File: src/rtl/dma_seq_pkg.sv
package dma_seq_pkg;

    typedef enum logic [1:0] {
        ST_IDLE = 2'd0,
        ST_RD   = 2'd1,
        ST_WR   = 2'd2
    } seq_st_e;

    // register select codes
    localparam logic [2:0] SEL_SRC  = 3'd0;
    localparam logic [2:0] SEL_DST  = 3'd1;
    localparam logic [2:0] SEL_CNT  = 3'd2;
    localparam logic [2:0] SEL_RTYP = 3'd3;
    localparam logic [2:0] SEL_CTRL = 3'd4;

    // control word bit positions
    localparam int B_SINC = 23;
    localparam int B_DINC = 22;
    localparam int B_BLK  = 7;
    localparam int B_AER  = 4;
    localparam int B_DONE = 3;
    localparam int B_HLT  = 2;
    localparam int B_IEN  = 1;
    localparam int B_EN   = 0;

    localparam logic [31:0] CTRL_KEEP = 32'h00C0_F79F;
    localparam logic [4:0]  RT_SELF   = 5'd8;

    function automatic logic [5:0] unit_bytes(input logic [2:0] code);
        case (code)
            3'd1:    unit_bytes = 6'd1;
            3'd2:    unit_bytes = 6'd2;
            3'd3:    unit_bytes = 6'd16;
            3'd4:    unit_bytes = 6'd32;
            default: unit_bytes = 6'd4;
        endcase
    endfunction

endpackage

File: src/rtl/dma_addr_step.sv
module dma_addr_step #(
    parameter int AW = 32
)(
    input  logic [AW-1:0] addr_i,
    input  logic          inc_i,
    input  logic [5:0]    bytes_i,
    output logic [AW-1:0] addr_o
);
    always_comb begin
        addr_o = addr_i;
        if (inc_i) addr_o = addr_i + AW'(bytes_i);
    end
endmodule

File: src/rtl/dma_pend_map.sv
module dma_pend_map #(
    parameter int PEND_W = 16,
    parameter int CH_ID  = 0
)(
    input  logic              irq_i,
    output logic [PEND_W-1:0] pend_o
);
    localparam int SLOT = PEND_W - 1 - CH_ID;

    generate
        for (genvar i = 0; i < PEND_W; i++) begin : g_slot
            if (i == SLOT) begin : g_hit
                assign pend_o[i] = irq_i;
            end else begin : g_miss
                assign pend_o[i] = 1'b0;
            end
        end
    endgenerate
endmodule

File: src/rtl/dma_chan_seq.sv
module dma_chan_seq
    import dma_seq_pkg::*;
#(
    parameter int CH_ID  = 2,
    parameter int AW     = 32,
    parameter int CW     = 24,
    parameter int PEND_W = 16
)(
    input  logic              clk,
    input  logic              rst_n,
    input  logic              glb_en,
    input  logic              reg_we,
    input  logic [2:0]        reg_sel,
    input  logic [31:0]       reg_wdata,
    output logic [31:0]       reg_rdata,
    input  logic              periph_req,
    output logic              bus_req,
    output logic              bus_rd,
    output logic [AW-1:0]     bus_addr,
    output logic [2:0]        bus_size,
    output logic [1:0]        bus_width,
    input  logic              bus_ack,
    input  logic              bus_aerr,
    input  logic              bus_halt,
    output logic              irq,
    output logic [PEND_W-1:0] irq_pend,
    output logic [3:0]        err_flags
);
    localparam int RW   = 32;
    localparam int NPTR = 2;

    typedef struct packed {
        seq_st_e       st;
        logic [AW-1:0] src;
        logic [AW-1:0] dst;
        logic [CW-1:0] cnt;
        logic [4:0]    rtyp;
        logic [RW-1:0] ctrl;
    } seq_t;

    seq_t seq_d, seq_q;

    logic          stopped;
    logic          go;
    logic          idle;
    logic          beat_err;
    logic [5:0]    step_b;
    logic [AW-1:0] ptr_cur [NPTR];
    logic          ptr_inc [NPTR];
    logic [AW-1:0] ptr_nxt [NPTR];

    // observation points for the bound checker
    logic [CW-1:0] cnt_q;
    logic [3:0]    stat_q;
    logic          blk_q;

    assign cnt_q  = seq_q.cnt;
    assign stat_q = seq_q.ctrl[4:1];
    assign blk_q  = seq_q.ctrl[B_BLK];

    assign step_b     = unit_bytes(seq_q.ctrl[10:8]);
    assign ptr_cur[0] = seq_q.src;
    assign ptr_cur[1] = seq_q.dst;
    assign ptr_inc[0] = seq_q.ctrl[B_SINC];
    assign ptr_inc[1] = seq_q.ctrl[B_DINC];

    generate
        for (genvar p = 0; p < NPTR; p++) begin : g_ptr
            dma_addr_step #(.AW(AW)) step_i (
                .addr_i  (ptr_cur[p]),
                .inc_i   (ptr_inc[p]),
                .bytes_i (step_b),
                .addr_o  (ptr_nxt[p])
            );
        end
    endgenerate

    assign idle     = (seq_q.st == ST_IDLE);
    assign stopped  = seq_q.ctrl[B_AER] | seq_q.ctrl[B_DONE] | seq_q.ctrl[B_HLT];
    assign go       = seq_q.ctrl[B_EN] && !stopped && glb_en && (seq_q.cnt != '0)
                      && ((seq_q.rtyp == RT_SELF) || periph_req);
    assign beat_err = bus_aerr | bus_halt;

    always_comb begin
        seq_d = seq_q;

        // software side: pointer, count and type writes land only while idle
        if (reg_we) begin
            case (reg_sel)
                SEL_SRC:  if (idle) seq_d.src  = reg_wdata[AW-1:0];
                SEL_DST:  if (idle) seq_d.dst  = reg_wdata[AW-1:0];
                SEL_CNT:  if (idle) seq_d.cnt  = reg_wdata[CW-1:0];
                SEL_RTYP: if (idle) seq_d.rtyp = reg_wdata[4:0];
                SEL_CTRL: seq_d.ctrl = reg_wdata & CTRL_KEEP;
                default: ;
            endcase
        end

        // hardware side
        case (seq_q.st)
            ST_IDLE: begin
                if (go) seq_d.st = ST_RD;
            end
            ST_RD: begin
                if (beat_err) begin
                    seq_d.ctrl[B_AER] = seq_d.ctrl[B_AER] | bus_aerr;
                    seq_d.ctrl[B_HLT] = seq_d.ctrl[B_HLT] | bus_halt;
                    seq_d.st          = ST_IDLE;
                end else if (bus_ack) begin
                    seq_d.st = ST_WR;
                end
            end
            ST_WR: begin
                if (beat_err) begin
                    seq_d.ctrl[B_AER] = seq_d.ctrl[B_AER] | bus_aerr;
                    seq_d.ctrl[B_HLT] = seq_d.ctrl[B_HLT] | bus_halt;
                    seq_d.st          = ST_IDLE;
                end else if (bus_ack) begin
                    seq_d.src = ptr_nxt[0];
                    seq_d.dst = ptr_nxt[1];
                    seq_d.cnt = seq_q.cnt - CW'(1);
                    if (seq_q.cnt == CW'(1)) begin
                        seq_d.ctrl[B_DONE] = 1'b1;
                        seq_d.st           = ST_IDLE;
                    end else if (seq_q.ctrl[B_BLK] && seq_d.ctrl[B_EN] && glb_en) begin
                        seq_d.st = ST_RD;
                    end else begin
                        seq_d.st = ST_IDLE;
                    end
                end
            end
            default: seq_d.st = ST_IDLE;
        endcase
    end

    always_ff @(posedge clk) begin
        if (!rst_n) seq_q <= '0;
        else        seq_q <= seq_d;
    end

    always_comb begin
        case (reg_sel)
            SEL_SRC:  reg_rdata = RW'(seq_q.src);
            SEL_DST:  reg_rdata = RW'(seq_q.dst);
            SEL_CNT:  reg_rdata = RW'(seq_q.cnt);
            SEL_RTYP: reg_rdata = RW'(seq_q.rtyp);
            SEL_CTRL: reg_rdata = seq_q.ctrl;
            default:  reg_rdata = '0;
        endcase
    end

    assign bus_req   = !idle;
    assign bus_rd    = (seq_q.st == ST_RD);
    assign bus_addr  = bus_rd ? seq_q.src : seq_q.dst;
    assign bus_size  = seq_q.ctrl[10:8];
    assign bus_width = bus_rd ? seq_q.ctrl[15:14] : seq_q.ctrl[13:12];
    assign irq       = seq_q.ctrl[B_IEN] & (seq_q.ctrl[B_DONE] | seq_q.ctrl[B_AER]);
    assign err_flags = {seq_q.ctrl[B_HLT], seq_q.ctrl[B_AER], 2'b00};

    dma_pend_map #(.PEND_W(PEND_W), .CH_ID(CH_ID)) pend_i (
        .irq_i  (irq),
        .pend_o (irq_pend)
    );

endmodule

File: config.mk
export PLATFORM = sky130hd
export DESIGN_NAME = dma_chan_seq
export DESIGN_NICKNAME = d
export VERILOG_FILES = /design/src/rtl/dma_seq_pkg.sv /design/src/rtl/dma_addr_step.sv /design/src/rtl/dma_pend_map.sv /design/src/rtl/dma_chan_seq.sv
export SDC_FILE = /design/constraint.sdc
export NUM_CORES = 1
export LEC_CHECK = 0
export ABC_CLOCK_PERIOD_IN_PS = 5300
export BUFFER_PORTS_ARGS = -buffer_cell sky130_fd_sc_hd__buf_2
export CORE_ASPECT_RATIO = 0.9
export CORE_MARGIN = 1.5
export CORE_UTILIZATION = 55
export DETAILED_ROUTE_END_ITERATION = 12
export GPL_TIMING_DRIVEN = 1
export PLACE_DENSITY = 0.78
export SLEW_MARGIN = 20
export SYNTH_ARGS = -nofsm -noshare
export SYNTH_HDL_FRONTEND = slang
export SYNTH_SLANG_ARGS = --single-unit
File: constraint.sdc
create_clock -name clk -period 5.3 [get_ports clk]
set_input_delay 0.265 -clock clk [delete_from_list [all_inputs] [get_ports clk]]
set_output_delay 0.265 -clock clk [all_outputs]
set_load 0.05 [all_outputs]
-- Yosys cells after proc, flatten, opt, wreduce, memory -nomap -nowiden
Cells that the tools add are included.
- register bits: 110
- input port bits: 43
- output and inout bits: 92
- word-level logic and storage cells: 83
- add/sub/neg operators: 3
- equality and inequality tests: 17
- muxes and demuxes: 34
- bitwise logic cells: 6
- reductions and logical operators: 16
- operators with widths (operator ; number):
    $mux W32 ; 7
    $mux W88 ; 2
    $pmux W32 S5 ; 1
    $mux W125 ; 1
    $mux W90 ; 1
    $mux W24 ; 3
    $add A32 B6 Y32 ; 2
    $eq A24 B1 Y1 const B ; 1
    $pmux W6 S4 ; 1
    $reduce_bool A24 Y1 ; 1
    $sub A24 B1 Y24 const B ; 1
    $eq A3 B2 Y1 const B ; 4
    $mux W2 ; 6
    $mux W5 ; 2
    $mux W1 ; 9
    $ne A4 B4 Y1 const B ; 2
    $eq A3 B1 Y1 const B ; 2
    $eq A3 B3 Y1 const B ; 2
    $logic_and A1 B1 Y1 ; 6
    $pmux W2 S3 ; 1
    $reduce_and A3 Y1 ; 2
    $eq A5 B4 Y1 const B ; 1
    $or A1 B1 Y1 ; 5
    $logic_not A3 Y1 ; 1
    11 further kinds ; 12

-- Longest topological paths before layout
- depth after elaboration: 11
- mapped depth: 11
- mapped depth without buffers: 9

-- Modules after synthesis
From an unflattened synthesis, not the netlist that was laid out.
- cells, all modules: 1066
- area, all modules: 8695.8 um^2
- modules (own cells, without submodules) (module ; instances ; cells an instance ; area each (um^2) ; seq. area each (um^2)):
    dma_chan_seq ; 1 ; 806 ; 6746.5 ; 2202.1
    dma_addr_step (g_ptr[0].step_i) ; 1 ; 121 ; 930.9 ; 0.0
    dma_addr_step (g_ptr[1].step_i) ; 1 ; 122 ; 894.6 ; 0.0
    dma_pend_map ; 1 ; 17 ; 123.9 ; 0.0

-- Worst setup path after synthesis
OpenSTA, ideal clock, no wires.
- kind: flip-flop to flip-flop
- from: register seq_q (netlist bit bus_size[2])
- to: register seq_q (netlist bit ptr_cur[60])
- library setup time: 0.132 ns
- arrival time: 2.646 ns
- data required time: 5.168 ns
- setup slack: 2.522 ns
- stages on the path, launching flop included: 12
- buffers on the path: 3
- clock period less this slack: 2.778 ns
- cell sequence: dfxtp_1 -> buf_2 -> or3b_2 -> clkbuf_1 -> xnor2_1 -> ha_1 -> o311ai_0 -> nand2_1 -> clkbuf_1 -> and3_1 -> a32oi_1 -> a21oi_1
- longest elaborated chain between the ends: 7
- RTL lines (item ; RTL line ; RTL):
    start: declaration ; dma_chan_seq.sv:41 ; seq_t seq_d, seq_q;
    start signal: assignment ; dma_chan_seq.sv:138 ; else seq_q <= seq_d;
    $eq A3 B3 Y1 (tied with other cells) ; dma_seq_pkg.sv:30 ; case (code)
    $pmux W6 S4 (*) ; dma_seq_pkg.sv:30 ;
    $add A32 B6 Y32 (*) ; dma_addr_step.sv:11 ; if (inc_i) addr_o = addr_i + AW'(bytes_i);
    $mux W32 (*) ; dma_addr_step.sv:11 ;
    $mux W90 (*) ; dma_chan_seq.sv:118 ; end else if (bus_ack) begin
    $mux W88 (*) ; dma_chan_seq.sv:114 ; if (beat_err) begin
    $mux W88 (*) ; dma_chan_seq.sv:100 ; case (seq_q.st)
Every way passes the cells marked *; elsewhere a longest branch is shown, timed or not. The select of a mux whose other input is x is not followed.
A chain may end at the register's enable or synchronous reset.

-- Worst setup path in the final report
- from: register seq_q (netlist bit bus_size[1])
- to: register seq_q (netlist bit ptr_cur[54])
Same word-level chain as after synthesis.

==> out/results.txt <==
The flow ran to the end, and the final reports show no timing, DRC or antenna violations. The detailed-route vias per instance works out to 6.75. The root buffer cell was sky130_fd_sc_hd__clkbuf_16.

The synthesized design spends more area on one cell type than any other, namely sky130_fd_sc_hd__dfxtp_1. Fraction of the cycle the final worst path needs: 64.0%. Synthesis instantiated 80 different standard cells from the library. The number of DRC violations after detailed routing was 0. Critical path's top delay family: simple AND/OR/NAND/NOR gates. The via count of the first global-routing pass came out at 8,071. After synthesis, the most frequently instantiated cells are 131 x sky130_fd_sc_hd__nand2_1, 110 x sky130_fd_sc_hd__dfxtp_1, 110 x sky130_fd_sc_hd__nor2_1. The tools report the hold violation count in the final report as 0. The first global-routing pass estimated 44,700 um of wire. Along the worst path, the maximum fanout reaches 12. Maximum number of pins on one net before global-route repair: 53.

At the worst endpoint, the required time is 5.54 ns. Most used flip-flop cell after synthesis: sky130_fd_sc_hd__dfxtp_1. The cell repeated most along the worst path was sky130_fd_sc_hd__or3b_2.

The antenna violation net count after detailed routing was 0. The wire-length estimate of the detail-placed layout is 20,700 um. The critical path contains buffers and inverters numbering 0 combined. The run gives 62.5% as the fraction of the core area covered by cells at the end of the flow. 0 antenna diodes ended up in the layout. TritonCTS built the clock tree. During I/O placement, the number of pins put on the boundary was 135. In this run the most critical hold path is launched from reg_wdata[25]. The share of async-settable or async-resettable flops after synthesis is 0%. Static timing analysis puts the maximum clock frequency at 0.295 GHz.

The tools report the core outline area as 0.0142 mm^2. The share of layout cells above drive strength 1 came out at 17.2%. In this run the power density over the cells is 231 mW/mm^2. For this block, the routed nets add up to 28,800 um of wire. In this run the worst setup path begins at bus_size[1]. After synthesis the netlist holds a flip-flop and latch count of 110.

The max-cap check violation count was 0; the sequential-to-total area share from yosys stat was 27.2%. STA classifies the critical path startpoint as a flop. The cell count after synthesis came out at 1,094. Before antenna repair, the detailed router went through 6 iterations. The die covers 0.0155 mm^2. The critical path goes through or3b_2 > xnor2_1 > ha_1 > o311ai_0 > nand2_1 > nand3_1 > nor4_1 > or3b_2. Buffers inserted during clock tree synthesis total 9. The logs give 3 for the number of H-tree branching levels and 57.0% for the initial core utilization. The row count is 41, and the die boundary height is 118 um.

For this design the static power due to leakage is 3.59 nW. Sorting the synthesized cells by area gives the leading types as sky130_fd_sc_hd__dfxtp_1 27%, sky130_fd_sc_hd__mux2i_1 6.9%, sky130_fd_sc_hd__nand2_1 6.1%, sky130_fd_sc_hd__a21oi_1 5.5%, sky130_fd_sc_hd__nor2_1 5.1%. The number of gates resized after cts is 0. Setup repair after global routing left no endpoint under its margin. The cell at the slowest stage of the critical path was sky130_fd_sc_hd__o311ai_0. Classification of the worst setup path: reg2reg.

The total overflow reported by the global router is 0. Dividing the synthesized area by the synthesized cell count gives 7.41 um^2. The tools report the kind of end point of the critical path as a flop. The number of enable flip-flop cells after synthesis was 0. Buffers placed on the I/O ports in this run total 117. The path class of the tightest hold or removal check is in2reg. Counting along the longest clock path gives a buffer depth of 2. The tree built by TritonCTS fans out to 110 sinks. Summed over all failing endpoints, the final setup total negative slack is 0 ns.

Timing analysis after detailed placement gives a worst setup slack of 1.90 ns. The routed layout has 9,029 vias. In this run the post-CTS setup repair buffer count came out at 0. The worst pin sits at a relative slew slack of 26.5%. The number of antenna violations at the first check in global routing is 0. The weighted congestion reported at the end of routability-driven placement is 1.02. For this run, the number of Yosys warnings is 0. The minimum setup slack in the final design is 1.91 ns.

The overall fraction of global-route tracks in use is 37.4%, and the count of hold-fix buffers inserted at cts is 0. The logs give 0 for the number of endpoints failing setup at the final stage and 0 for the max-slew violation total from the final report. Clock-pin slew was measured on the worst setup and hold paths at 0.07 ns. The area share of the largest cell type after synthesis is 27.2%. The most used standard cell by instance count after synthesis was sky130_fd_sc_hd__nand2_1. The startpoint identified for the worst register-to-register timing path is bus_size[1]. The maximum VDD drop is 253 uV, and the worst-margin pin slew is 1.10 ns. For the DRC violation total after the first TritonRoute iteration, the log shows 1,298.

The largest stage delay on the critical path is 0.63 ns. Compared with the post-synthesis result, the final layout area differs by 9.53%. The later pin in the worst-skew pair is clocked with a latency of 0.37 ns. The post-layout minimum cycle time was 3.39 ns; the area of the mapped netlist was 0.00810 mm^2. Across the routed clock network, the largest skew measured is 0.0108 ns. The number of fill cells in the layout was 1,343.

The final-stage net count is 1,199. Dividing the detail-routed wire length by the instance count gives 21.6 um. From left edge to right edge, the die measures 131 um. Signal arrival time at the worst endpoint: 3.63 ns.
tightest hold or removal path: stages:
cell and delay [ns]:
sky130_fd_sc_hd__buf_2 0.12, sky130_fd_sc_hd__nand2_1 0.05, sky130_fd_sc_hd__a31oi_1 0.06
stage by stage:
stage          power, mW  cell area (um^2)  hold slack [ns]  instances
2_1_floorplan       1.26              8160            0.401       1110
3_3_place_gp        1.35              8580            0.460       1322
3_5_place_dp        1.36              8580            0.471       1322
4_1_cts             2.04              8870            0.173       1337
5_1_grt             2.11              8870            0.173       1337
6_report            2.05              8870            0.183       1337
power breakdown:
| part | leakage [nW] | switching [mW] | internal (mW) |
|---|---|---|---|
| logic | 2.56 | 0.320 | 0.133 |
| registers | 0.891 | 0.0458 | 0.854 |
| clock network | 0.141 | 0.319 | 0.376 |
| total | 3.59 | 0.685 | 1.36 |
path summary, 6_finish.rpt:
kind / endpoint / slack, ns / cells after the start
setup reg to reg: ptr_cur[54] / 1.91 / 8
hold / removal: ptr_cur[57] / 0.18 / 3
setup / recovery: ptr_cur[54] / 1.91 / 8
hold reg to reg: seq_q[1] / 0.49 / 2
state kept, by name, summed over array words and instances (netlist names):
register / count
ptr_inc: 2
seq_q: 14
bus_size: 3
cnt_q: 24
err_flags: 2
blk_q: 1
ptr_cur: 64
layout by cell type (no fill, tap or decap), types with 7 or more instances in the layout:
cell                        synthesis  routed
sky130_fd_sc_hd__o21ai_0           63      63
sky130_fd_sc_hd__or3_1             16      16
sky130_fd_sc_hd__a31oi_1           30      30
sky130_fd_sc_hd__dfxtp_1          110     110
sky130_fd_sc_hd__buf_4             23       9
sky130_fd_sc_hd__o221ai_1          10      10
sky130_fd_sc_hd__o22ai_1            7       7
sky130_fd_sc_hd__mux2i_1           56      56
sky130_fd_sc_hd__nor2_1           110     109
sky130_fd_sc_hd__inv_1             14      14
sky130_fd_sc_hd__buf_2              5     117
sky130_fd_sc_hd__nand3_1           38      37
sky130_fd_sc_hd__nand4_1           17      17
sky130_fd_sc_hd__a211oi_1          15      15
sky130_fd_sc_hd__mux2_2            33      33
sky130_fd_sc_hd__xor2_1             8       8
sky130_fd_sc_hd__nand2_1          131     131
sky130_fd_sc_hd__and3_1            22      22
sky130_fd_sc_hd__and2_1             8       7
sky130_fd_sc_hd__nor3_1            41      41
sky130_fd_sc_hd__ha_1              16      15
sky130_fd_sc_hd__a21oi_1           89      89
sky130_fd_sc_hd__o211ai_1          18      18
sky130_fd_sc_hd__conb_1             1      17
sky130_fd_sc_hd__nor4_1            15      15
sky130_fd_sc_hd__clkbuf_16          0       9
sky130_fd_sc_hd__a311oi_1           7       7
routing by layer:
metal / part of all wire [%] / wire length, um / global-route usage, % / vias up
li1: - / - / - / 4098
met1: 40 / 11600 / 50.6 / 4154
met2: 43 / 12300 / 54.9 / 647
met3: 11 / 3140 / 8.28 / 130
met4: 6.2 / 1780 / 20.1 / 0
met5: 0 / 0 / 0 / -
cell type report:
cell class,instances,area [um^2],area share [%]
sequential,110,2200,24.8
clock inverter,4,47.5,0.536
tap,193,241,2.72
inverter,15,56.3,0.634
timing repair buffer,126,653,7.36
multi-input combinational,878,5430,61.2
clock buffer,11,243,2.74
kinds of logic (layout without fill, tap and decap cells):
logic type / Yosys count / in the layout / share of synthesized area [%]
flops: 110 / 110 / 27.2
xor+xnor: 14 / 14 / 1.51
mux: 90 / 90 / 11.7
simple gates: 445 / 445 / 27.1
fa+ha+maj: 16 / 16 / 2.47
compound gates: 296 / 296 / 23.1
buf+inv: 122 / 156 / 6.89
other cells: 1 / 17 / 0.0463
Note: power is estimated with default switching activity, not from simulation.
